## src/rtl/md_pkg.sv

```systemverilog
package md_pkg;

    // Operand width and byte width of the register port
    localparam int unsigned OPW     = 16;
    localparam int unsigned ACCW    = 2 * OPW;
    localparam int unsigned DW      = 8;

    // Byte-addressed map
    localparam int unsigned A_BYTES   = ACCW / DW;
    localparam int unsigned B_BYTES   = OPW / DW;
    localparam int unsigned A_BASE    = 0;
    localparam int unsigned B_BASE    = A_BASE + A_BYTES;
    localparam int unsigned R_BASE    = B_BASE + B_BYTES;
    localparam int unsigned CTRL_ADDR = R_BASE + B_BYTES;
    localparam int unsigned AW        = $clog2(CTRL_ADDR + 1);

    // Control bit positions
    localparam int unsigned CTRL_EN_BIT   = 7;
    localparam int unsigned CTRL_MODE_BIT = 0;

    // Step counts
    localparam int unsigned MUL_STEPS = OPW;
    localparam int unsigned DIV_STEPS = ACCW;
    localparam int unsigned CNTW      = $clog2(DIV_STEPS);

    typedef enum logic {
        MODE_DIV = 1'b0,
        MODE_MUL = 1'b1
    } md_mode_e;

    typedef struct packed {
        logic            we;
        logic [AW-1:0]   addr;
        logic [DW-1:0]   wdata;
    } md_bus_t;

    typedef struct packed {
        logic [ACCW-1:0] a;
        logic [OPW-1:0]  r;
    } md_state_t;

    typedef struct packed {
        logic     start;
        logic     start_mul;
        logic     step;
        md_mode_e mode;
    } md_ctl_t;

    // One shift-add multiply step: multiplier bits sit in a[OPW-1:0],
    // partial product accumulates in a[ACCW-1:OPW].
    function automatic md_state_t mul_step(input md_state_t s, input logic [OPW-1:0] b);
        md_state_t o;
        logic [OPW:0] sum;
        sum = {1'b0, s.a[ACCW-1:OPW]} + (s.a[0] ? {1'b0, b} : {(OPW+1){1'b0}});
        o.a = {sum, s.a[OPW-1:1]};
        o.r = s.r;
        return o;
    endfunction

    // One restoring divide step: partial remainder lives in r, dividend
    // shifts out of a's top while quotient bits shift in at the bottom.
    function automatic md_state_t div_step(input md_state_t s, input logic [OPW-1:0] b);
        md_state_t o;
        logic [OPW:0] t;
        t = {s.r, s.a[ACCW-1]};
        if (t >= {1'b0, b}) begin
            o.r = OPW'(t - {1'b0, b});
            o.a = {s.a[ACCW-2:0], 1'b1};
        end else begin
            o.r = t[OPW-1:0];
            o.a = {s.a[ACCW-2:0], 1'b0};
        end
        return o;
    endfunction

endpackage

```

## src/rtl/md_seq.sv

```systemverilog
module md_seq
    import md_pkg::*;
(
    input  logic    clk,
    input  logic    rst,
    input  logic    ctrl_wr,
    input  logic    ctrl_en,
    input  logic    ctrl_mode,
    output md_ctl_t ctl,
    output logic    busy,
    output logic    irq_req
);

    localparam logic [CNTW-1:0] MUL_LAST = CNTW'(MUL_STEPS - 1);
    localparam logic [CNTW-1:0] DIV_LAST = CNTW'(DIV_STEPS - 1);

    logic            busy_q;
    logic            irq_q;
    logic [CNTW-1:0] cnt_q;
    md_mode_e        mode_q;

    logic            start;
    logic            last;
    logic            abort;
    logic [CNTW-1:0] limit;

    assign limit = (mode_q == MODE_MUL) ? MUL_LAST : DIV_LAST;
    assign start = ctrl_wr && ctrl_en && !busy_q;
    assign last  = busy_q && (cnt_q >= limit);
    // completion takes priority over a cancel landing on the last step
    assign abort = ctrl_wr && !ctrl_en && busy_q && !last;

    always_ff @(posedge clk) begin
        if (rst) begin
            busy_q <= 1'b0;
            irq_q  <= 1'b0;
            cnt_q  <= '0;
            mode_q <= MODE_DIV;
        end else begin
            irq_q <= last;
            if (ctrl_wr) begin
                mode_q <= md_mode_e'(ctrl_mode);
            end
            if (start) begin
                busy_q <= 1'b1;
                cnt_q  <= '0;
            end else if (last || abort) begin
                busy_q <= 1'b0;
                cnt_q  <= '0;
            end else if (busy_q) begin
                cnt_q <= cnt_q + 1'b1;
            end
        end
    end

    assign ctl.start     = start;
    assign ctl.start_mul = ctrl_mode;
    assign ctl.step      = busy_q;
    assign ctl.mode      = mode_q;
    assign busy          = busy_q;
    assign irq_req       = irq_q;

endmodule

```

## src/rtl/md_arith.sv

```systemverilog
module md_arith
    import md_pkg::*;
(
    input  logic            clk,
    input  logic            rst,
    input  md_bus_t         bus,
    input  md_ctl_t         ctl,
    output logic [ACCW-1:0] a_q,
    output logic [OPW-1:0]  b_q,
    output logic [OPW-1:0]  r_q
);

    logic [A_BYTES-1:0] a_we;
    logic [B_BYTES-1:0] b_we;

    for (genvar i = 0; i < A_BYTES; i++) begin : g_a_we
        assign a_we[i] = bus.we && (bus.addr == AW'(A_BASE + i));
    end
    for (genvar i = 0; i < B_BYTES; i++) begin : g_b_we
        assign b_we[i] = bus.we && (bus.addr == AW'(B_BASE + i));
    end

    md_state_t        cur;
    md_state_t        nxt;
    logic [OPW-1:0]   b_nxt;

    assign cur = '{a: a_q, r: r_q};

    always_comb begin
        nxt = cur;
        if (ctl.start) begin
            nxt.r = '0;
            if (ctl.start_mul) begin
                nxt.a[ACCW-1:OPW] = '0;
            end
        end else if (ctl.step) begin
            if (ctl.mode == MODE_MUL) begin
                nxt = mul_step(cur, b_q);
            end else begin
                nxt = div_step(cur, b_q);
            end
        end
        // bus writes land on top of any step in progress
        for (int i = 0; i < A_BYTES; i++) begin
            if (a_we[i]) begin
                nxt.a[i*DW +: DW] = bus.wdata;
            end
        end
    end

    always_comb begin
        b_nxt = b_q;
        for (int i = 0; i < B_BYTES; i++) begin
            if (b_we[i]) begin
                b_nxt[i*DW +: DW] = bus.wdata;
            end
        end
    end

    always_ff @(posedge clk) begin
        if (rst) begin
            a_q <= '0;
            b_q <= '0;
            r_q <= '0;
        end else begin
            a_q <= nxt.a;
            b_q <= b_nxt;
            r_q <= nxt.r;
        end
    end

endmodule

```

## src/rtl/md_rdmux.sv

```systemverilog
module md_rdmux
    import md_pkg::*;
(
    input  logic [AW-1:0]   addr,
    input  logic [ACCW-1:0] a_q,
    input  logic [OPW-1:0]  b_q,
    input  logic [OPW-1:0]  r_q,
    input  logic            busy,
    input  md_mode_e        mode,
    output logic [DW-1:0]   rdata
);

    always_comb begin
        rdata = '0;
        for (int i = 0; i < A_BYTES; i++) begin
            if (addr == AW'(A_BASE + i)) rdata = a_q[i*DW +: DW];
        end
        for (int i = 0; i < B_BYTES; i++) begin
            if (addr == AW'(B_BASE + i)) rdata = b_q[i*DW +: DW];
            if (addr == AW'(R_BASE + i)) rdata = r_q[i*DW +: DW];
        end
        if (addr == AW'(CTRL_ADDR)) begin
            rdata[CTRL_EN_BIT]   = busy;
            rdata[CTRL_MODE_BIT] = mode;
        end
    end

endmodule

```

## src/rtl/md_unit.sv

```systemverilog
module md_unit
    import md_pkg::*;
(
    input  logic          clk,
    input  logic          rst,
    input  logic          bus_we,
    input  logic [AW-1:0] bus_addr,
    input  logic [DW-1:0] bus_wdata,
    output logic [DW-1:0] bus_rdata,
    output logic          busy,
    output logic          irq_req
);

    md_bus_t         bus;
    md_ctl_t         ctl;
    logic [ACCW-1:0] a_q;
    logic [OPW-1:0]  b_q;
    logic [OPW-1:0]  r_q;
    logic            ctrl_wr;
    logic            ctrl_en;
    logic            ctrl_mode;

    assign bus       = '{we: bus_we, addr: bus_addr, wdata: bus_wdata};
    assign ctrl_wr   = bus_we && (bus_addr == AW'(CTRL_ADDR));
    assign ctrl_en   = bus_wdata[CTRL_EN_BIT];
    assign ctrl_mode = bus_wdata[CTRL_MODE_BIT];

    md_seq u_seq (
        .clk       (clk),
        .rst       (rst),
        .ctrl_wr   (ctrl_wr),
        .ctrl_en   (ctrl_en),
        .ctrl_mode (ctrl_mode),
        .ctl       (ctl),
        .busy      (busy),
        .irq_req   (irq_req)
    );

    md_arith u_arith (
        .clk (clk),
        .rst (rst),
        .bus (bus),
        .ctl (ctl),
        .a_q (a_q),
        .b_q (b_q),
        .r_q (r_q)
    );

    md_rdmux u_rdmux (
        .addr  (bus_addr),
        .a_q   (a_q),
        .b_q   (b_q),
        .r_q   (r_q),
        .busy  (busy),
        .mode  (ctl.mode),
        .rdata (bus_rdata)
    );

endmodule

```

## config.mk

```make
export PLATFORM = sky130hd
export DESIGN_NAME = md_unit
export DESIGN_NICKNAME = d
export VERILOG_FILES = /design/src/rtl/md_pkg.sv /design/src/rtl/md_seq.sv /design/src/rtl/md_arith.sv /design/src/rtl/md_rdmux.sv /design/src/rtl/md_unit.sv
export SDC_FILE = /design/constraint.sdc
export NUM_CORES = 1
export LEC_CHECK = 0
export ABC_CLOCK_PERIOD_IN_PS = 3800
export BUFFER_PORTS_ARGS = -buffer_cell sky130_fd_sc_hd__clkbuf_2
export CORE_MARGIN = 4
export CORE_UTILIZATION = 32
export CTS_CLUSTER_SIZE = 12
export DETAILED_ROUTE_END_ITERATION = 6
export PLACE_DENSITY = 0.48
export SLEW_MARGIN = 20
export SYNTH_ARGS = -nofsm -noshare
export SYNTH_HDL_FRONTEND = slang
export SYNTH_SLANG_ARGS = --single-unit
```

## constraint.sdc

```tcl
create_clock -name clk -period 3.8 [get_ports clk]
set_clock_uncertainty 0.15 [all_clocks]
set_input_delay 0.19 -clock clk [delete_from_list [all_inputs] [get_ports clk]]
set_output_delay 0.19 -clock clk [all_outputs]
set_load 0.005 [all_outputs]
```

==> results.md, run 1 <==
- Status: finished clean
- RSZ-0062 raised after global routing: no
- RR Startpoint: u_arith.a_q[0]$_SDFFE_PP0P_
- Synth Cell Area: 0.00555 mm2
- Fmax: 298 MHz
- Max-cap violations: 0
- Worst hold start: bus_wdata[1]
- Iteration-0 DRC Markers: 428
- Final antenna-violating net count: 0
- Worst vdd ir: 0.236 mV
- Worst reg2reg setup slack: 450 ps
- Initial antenna violation count: 0
- DR WL/cell: 20.5 um
- Post-synthesis register bit count: 72
- Die W: 140 um
- First-pass GRT wire length: 29.0 mm
- Worst r2r path cells: 10
- Hold depth: 3
- Max-slew headroom: 52.5%
- Gr usage total: 18.8%
- Hold Crit Class: in2reg
- IO buf count: 24
- Async set-reset flop share out of synthesis: 0%
- Slew Limit Fails: 0
- Filler Cell Count: 1810
- Setup CP Type: reg2reg
- Synth Net Count: 747
- Leak: 2.42 nW
- CTS tree: done
- CTS root buffer: clkbuf_16
- Total CTS buffers: 9
- # DRC: 0
- Period utilization: 88.2%
- YS warnings: 0
- CP max FO: 19
- Via Count: 5331
- Mapped Avg Cell Area: 7.98 um2
- Number of global-route vias before repair: 5005
- Ports: 25
- Area Overhead vs Synth: 11.4%
- Post-layout min period: 3350 ps
- Avg Vias per Cell: 5.76
- Post-CTS Resized: 0
- Initial core utilization: 33.0%
- Hold Vio Cnt, Final: 0
- Primary FF master, synth: dfxtp_1
- Sum of routed wire length over all layers: 19.0 mm
- Post-synth EDFFs: 0
- Synth Instances: 696
- Grt ovf: 0
- Number of library cell types mapped by synthesis: 60
- Final Setup Violations: 0
- CORE AREA: 0.0168 mm2
- Fin nets: 752
- H-tree depth: 3
- Diode count: 0
- Share of cells above drive strength 1: 10.3%
- Register area share after synthesis: 26.0%
- Total Neg Setup Slack: 0 ps
- Kind of start point of the critical path: register
- Die Ht: 140 um
- Largest net degree at the start of global routing: 38
- Clock slew at reported path FFs: 60 ps
- DP HPWL: 14.1 mm
- Data required, critical path: 3940 ps
- Routability cong.: 0.901
- Crit end category: register
- Row Count: 47
- Final std cells w/o fill: 926
- Clock buffer depth: 2
- Drt first pass iters: 5
- Crit Reg-Reg Endpoint: u_arith.a_q[27]$_SDFFE_PP0P_
- Clk sinks: 72
- Cts hold-fix bufs: 0
- Die area: 0.0195 mm2
- Setup bufs post-CTS: 0
- Worst-Skew Late Latency: 350 ps
- Arr. time, crit path: 3500 ps
- WHS Endpoint: u_arith.a_q[9]$_SDFFE_PP0P_
- Placed insts: 910
- Slew @ Worst Pin: 709 ps
- Design Power: 1.98 mW
- Pwr/cell area: 319 mW/mm2
[metrics by stage]
step	setup WS, ps	area, um2	hold WS (ps)	utilization [%]
after floorplan	1020	5550	181	-
after global placement	650	5860	346	34.8
after detailed placement	517	5860	357	34.8
after CTS	491	6180	117	36.7
after global routing	288	6180	128	36.8
final	448	6180	125	36.8
[power breakdown]
| part | internal, mW | switching (mW) |
|---|---|---|
| Combinational | 0.104 | 0.162 |
| Sequential | 0.767 | 0.0191 |
| Clock | 0.576 | 0.349 |
[synthesized netlist by cell type (all sizes together), types with 11 or more instances]
library cell  count  area, um2
a21oi            58        290
nand2            38        143
dfxtp            72       1440
xor2             11       96.3
nor2             93        349
clkbuf           29        109
buf              12       71.3
mux2i            55        551
and2             19        119
inv              26       97.6
a211oi           24        180
a31oi            12       75.1
xnor2            18        158
o21ai            36        180
ha               34        425
nand3            18       95.1
nor3             14       70.1
[worst max-delay path, stage by stage, from the launching register on]
cell and delay (ps):
dfxtp_1 600, and2_1 200, ha_1 180, fa_1 220
a21o_1 130, a21oi_1 100, o21a_1 200, o31ai_1 550
a21oi_1 220, or4b_2 660, nand3_1 80
[kinds of logic (layout without fill, tap and decap cells)]
logic type,after synthesis,after routing,share of synthesized area (%)
DFF,72,72,26.0
muxes,68,68,13.8
AOI/OAI and AO/OA,198,198,23.0
and+or+nand+nor,225,225,19.3
adders and majority gates,36,36,8.38
xor gates and xnor gates,29,29,4.58
buffers and inverters,68,78,5.07
[state kept, by name, indices dropped and copies added, names as in the netlist]
name and flops:
u_arith.a_q 32, u_arith.b_q 16, u_arith.r_q 16, u_seq.busy 1, u_seq.cnt_q 5, u_seq.irq_req 1, u_seq.mode_q 1
[how the worst max path moves through the flow]
stage,startpoint,end,depth (start not counted)
finish,u_arith.a_q[0]$_SDFFE_PP0P_,u_arith.a_q[27]$_SDFFE_PP0P_,10
global route,u_arith.a_q[0]$_SDFFE_PP0P_,u_arith.a_q[27]$_SDFFE_PP0P_,10
global placement,u_arith.a_q[0]$_SDFFE_PP0P_,u_arith.a_q[27]$_SDFFE_PP0P_,10
CTS,u_arith.a_q[0]$_SDFFE_PP0P_,u_arith.a_q[27]$_SDFFE_PP0P_,10
floorplan,u_arith.a_q[0]$_SDFFE_PP0P_,u_arith.a_q[27]$_SDFFE_PP0P_,10
detailed placement,u_arith.a_q[0]$_SDFFE_PP0P_,u_arith.a_q[27]$_SDFFE_PP0P_,10
[cell usage in the layout, fill, tap and decap left out, drive strengths merged, types with 24 or more instances in the layout]
| cell | count |
|---|---|
| nor2 | 93 |
| o21ai | 36 |
| ha | 34 |
| clkbuf | 33 |
| dfxtp | 72 |
| a21oi | 58 |
| mux2i | 55 |
| a211oi | 24 |
| inv | 27 |
| nand2 | 38 |
[per-layer routing]
metal | up-vias | share of wire (%) | track usage (%)
li1 | 2550 | - | -
met1 | 2577 | 46 | 25.9
met2 | 172 | 46 | 29.7
met3 | 32 | 4.8 | 3.33
met4 | 0 | 2.8 | 6.37
met5 | - | 0 | 0
[cell type report]
class	instances	area [um2]	share of cell area (%)
clock buffers	9	225	3.64
clock inverters	7	95.1	1.54
inverters	27	101	1.64
multi-input cells	556	3840	62.1
flip-flops and latches	72	1440	23.3
well taps	220	275	4.45
repair buffers	35	203	3.28
No activity file was read; power rests on OpenSTA's default activity.
==> run 2, diff against run 1 <==
- PLACE_DENSITY: 0.48 -> 0.53
- RECOVER_POWER: not set -> 25
==> results.md, run 2 (synthesis gave the netlist of run 1 again) <==
- Max-cap violations: 0 (unchanged)
- Fmax: 305 MHz (+2.1%)
- IO buf count: 24 (unchanged)
- Data required, critical path: 3930 ps (about the same)
- CORE AREA: 0.0168 mm2 (unchanged)
- Ports: 25 (unchanged)
- # DRC: 0 (unchanged)
- Clock power frac: 48.6% (+1.8 points)
- Share of cells above drive strength 1: 9.23% (-1.1 points)
- Delay of the slowest critical-path stage: 670 ps (about the same)
- NetSw: 515 uW (-2.7%)
- RSZ-0062 raised after global routing: no
- Final antenna-violating net count: 0 (unchanged)
- Kind of start point of the critical path: register
- Fin nets: 751 (-0.13%)
- Initial antenna violation count: 0 (unchanged)
- Flop pwr share: 38.4% (-1.4 points)
- Pwr/cell area: 330 mW/mm2 (+3.2%)
- Total Neg Setup Slack: 0 ps (unchanged)
- Row Count: 47 (unchanged)
- Die W: 140 um (unchanged)
- First-pass GRT wire length: 28.9 mm (-0.26%)
- Clk sinks: 72 (unchanged)
- Clock slew at reported path FFs: 60 ps (about the same)
- Post-CTS Resized: 0 (unchanged)
- Grt ovf: 0 (unchanged)
- Setup bufs post-CTS: 0 (unchanged)
- Slew Limit Fails: 0 (unchanged)
- WP depth: 10 (unchanged)
- CP max stage cell: or4b_2
- Worst-Skew Late Latency: 340 ps (about the same)
- CTS root buffer: clkbuf_16
- Drt first pass iters: 5 (unchanged)
- Most frequent CP cell: a21oi_1
- Delay-heaviest family, CP: compound AO/OA/AOI/OAI gates
- Hold Crit Class: in2reg
- Via Count: 5356 (+0.47%)
- Sum of routed wire length over all layers: 18.5 mm (-2.6%)
- DR WL/cell: 20.0 um (-2.3%)
- Diode count: 0 (unchanged)
- Initial core utilization: 33.0% (unchanged)
- Final Setup Violations: 0 (unchanged)
- Gr usage total: 18.7% (-0.10 points)
- Most common cell after layout, fill and taps aside: nor2_1
- Hold Vio Cnt, Final: 0 (unchanged)
- Routability cong.: 0.919 (+2.0%)
- CTS tree: done
- Cts hold-fix bufs: 0 (unchanged)
- Combinational share of power: 12.9% (-0.6 points)
- Crit end category: register
- Leak: 2.40 nW (-0.60%)
- Switching part of the total: 25.3% (-1.6 points)
- Worst vdd ir: 0.243 mV (+2.8%)
- Largest Register: u_arith.a_q
- Die area: 0.0195 mm2 (unchanged)
- DP HPWL: 13.9 mm (-1.9%)
- Top Registers: u_arith.a_q x32, u_arith.b_q x16, u_arith.r_q x16
- Setup CP Type: reg2reg
- Crit path buf inv count: 0 (unchanged)
- Die Ht: 140 um (unchanged)
- Largest net degree at the start of global routing: 46 (+21%)
- Max-slew headroom: 10.1% (-42 points)
- Total CTS buffers: 9 (unchanged)
- Slew @ Worst Pin: 1350 ps (+639 ps)
- Clock buffer depth: 2 (unchanged)
- Max reg flops: 32 (unchanged)
- Design Power: 2.04 mW (+3.3%)
- Area Overhead vs Synth: 11.5% (about the same)
- Most frequent cells in the layout: 93 x nor2_1, 72 x dfxtp_1, 58 x a21oi_1
- Number of global-route vias before repair: 4988 (-0.34%)
- Pint: 1.52 mW (+5.5%)
- Final Worst Setup Slack: 517 ps (+68.8 ps)
- Period utilization: 86.4% (-1.8 points)
- Arr. time, crit path: 3420 ps (-80 ps)
- Iteration-0 DRC Markers: 525 (+23%)
- Crit path cell chain: and2_1 -> ha_1 -> fa_1 -> a21o_1 -> a21oi_1 -> o21a_1 -> o31ai_1 -> a21oi_1 -> or4b_2 -> nand3_1
- Worst r2r path cells: 10 (unchanged)
- Filler Cell Count: 1809 (-0.055%)
- Post-layout min period: 3280 ps (-68.8 ps)
- CP max FO: 19 (unchanged)
- Hold depth: 3 (unchanged)
- H-tree depth: 3 (unchanged)
- Dpl ws: 557 ps (+39.2 ps)
- Avg Vias per Cell: 5.80 (+0.69%)
- Status: finished clean
run 2: changes by cell type in the layout (fill, tap and decap cells not counted), sizes merged:
cell and change:
clkinvlp +1, bufinv +1, inv -1, clkbuf +2
buf -2, clkinv -3
run 2: final cells by class:
type,instances,area (um2),area share [%]
repair buffers,34,188,3.03
flip-flops and latches,72,1440,23.3
inverters,27,101,1.64
multi-input cells,556,3840,62.0
well taps,220,275,4.45
clock buffers,10,239,3.86
clock inverters,5,105,1.70
run 2: worst register-to-register path, delay by kind of cell, from the launching register on:
family | cells | cell delay (ps)
fa+ha+maj | 2 | 410
flops | 1 | 570
compound gates | 5 | 1170
simple gates | 3 | 950
run 2: layer usage:
metal / vias to the layer above / wire [um] / global-route usage [%]
met5: - / 0 / 0
met4: 0 / 576 / 6.63
met3: 37 / 994 / 2.98
met2: 176 / 8340 / 29.1
met1: 2598 / 8610 / 26.2
li1: 2545 / - / -
run 2: final timing paths:
kind / start / slack (ps) / endpoint
worst max-delay path: u_arith.a_q[0]$_SDFFE_PP0P_ / 520 / u_arith.a_q[27]$_SDFFE_PP0P_
worst min register to register: u_arith.r_q[6]$_SDFFE_PP0P_ / 360 / u_arith.r_q[6]$_SDFFE_PP0P_
worst min-delay path: bus_wdata[1] / 130 / u_arith.a_q[25]$_SDFFE_PP0P_
worst max register to register: u_arith.a_q[0]$_SDFFE_PP0P_ / 520 / u_arith.a_q[27]$_SDFFE_PP0P_
run 2: power groups by stage:
stage                     Sequential, mW  Combinational [mW]  Clock (mW)
final                              0.784               0.264       0.992
after detailed placement           0.800               0.260           0
after global placement             0.800               0.256           0
after global routing               0.785               0.287        1.04
after floorplan                    0.792               0.197           0
after CTS                          0.784               0.262        1.01
run 2: through the flow:
| stage | util (%) | area [um2] | instances | hold WS [ps] |
|---|---|---|---|---|
| 2_1_floorplan | - | 5550 | 696 | 181 |
| 3_3_place_gp | 34.8 | 5850 | 909 | 341 |
| 3_5_place_dp | 34.8 | 5850 | 909 | 347 |
| 4_1_cts | 36.9 | 6200 | 924 | 116 |
| 5_1_grt | 36.8 | 6190 | 924 | 135 |
| 6_report | 36.8 | 6190 | 924 | 126 |
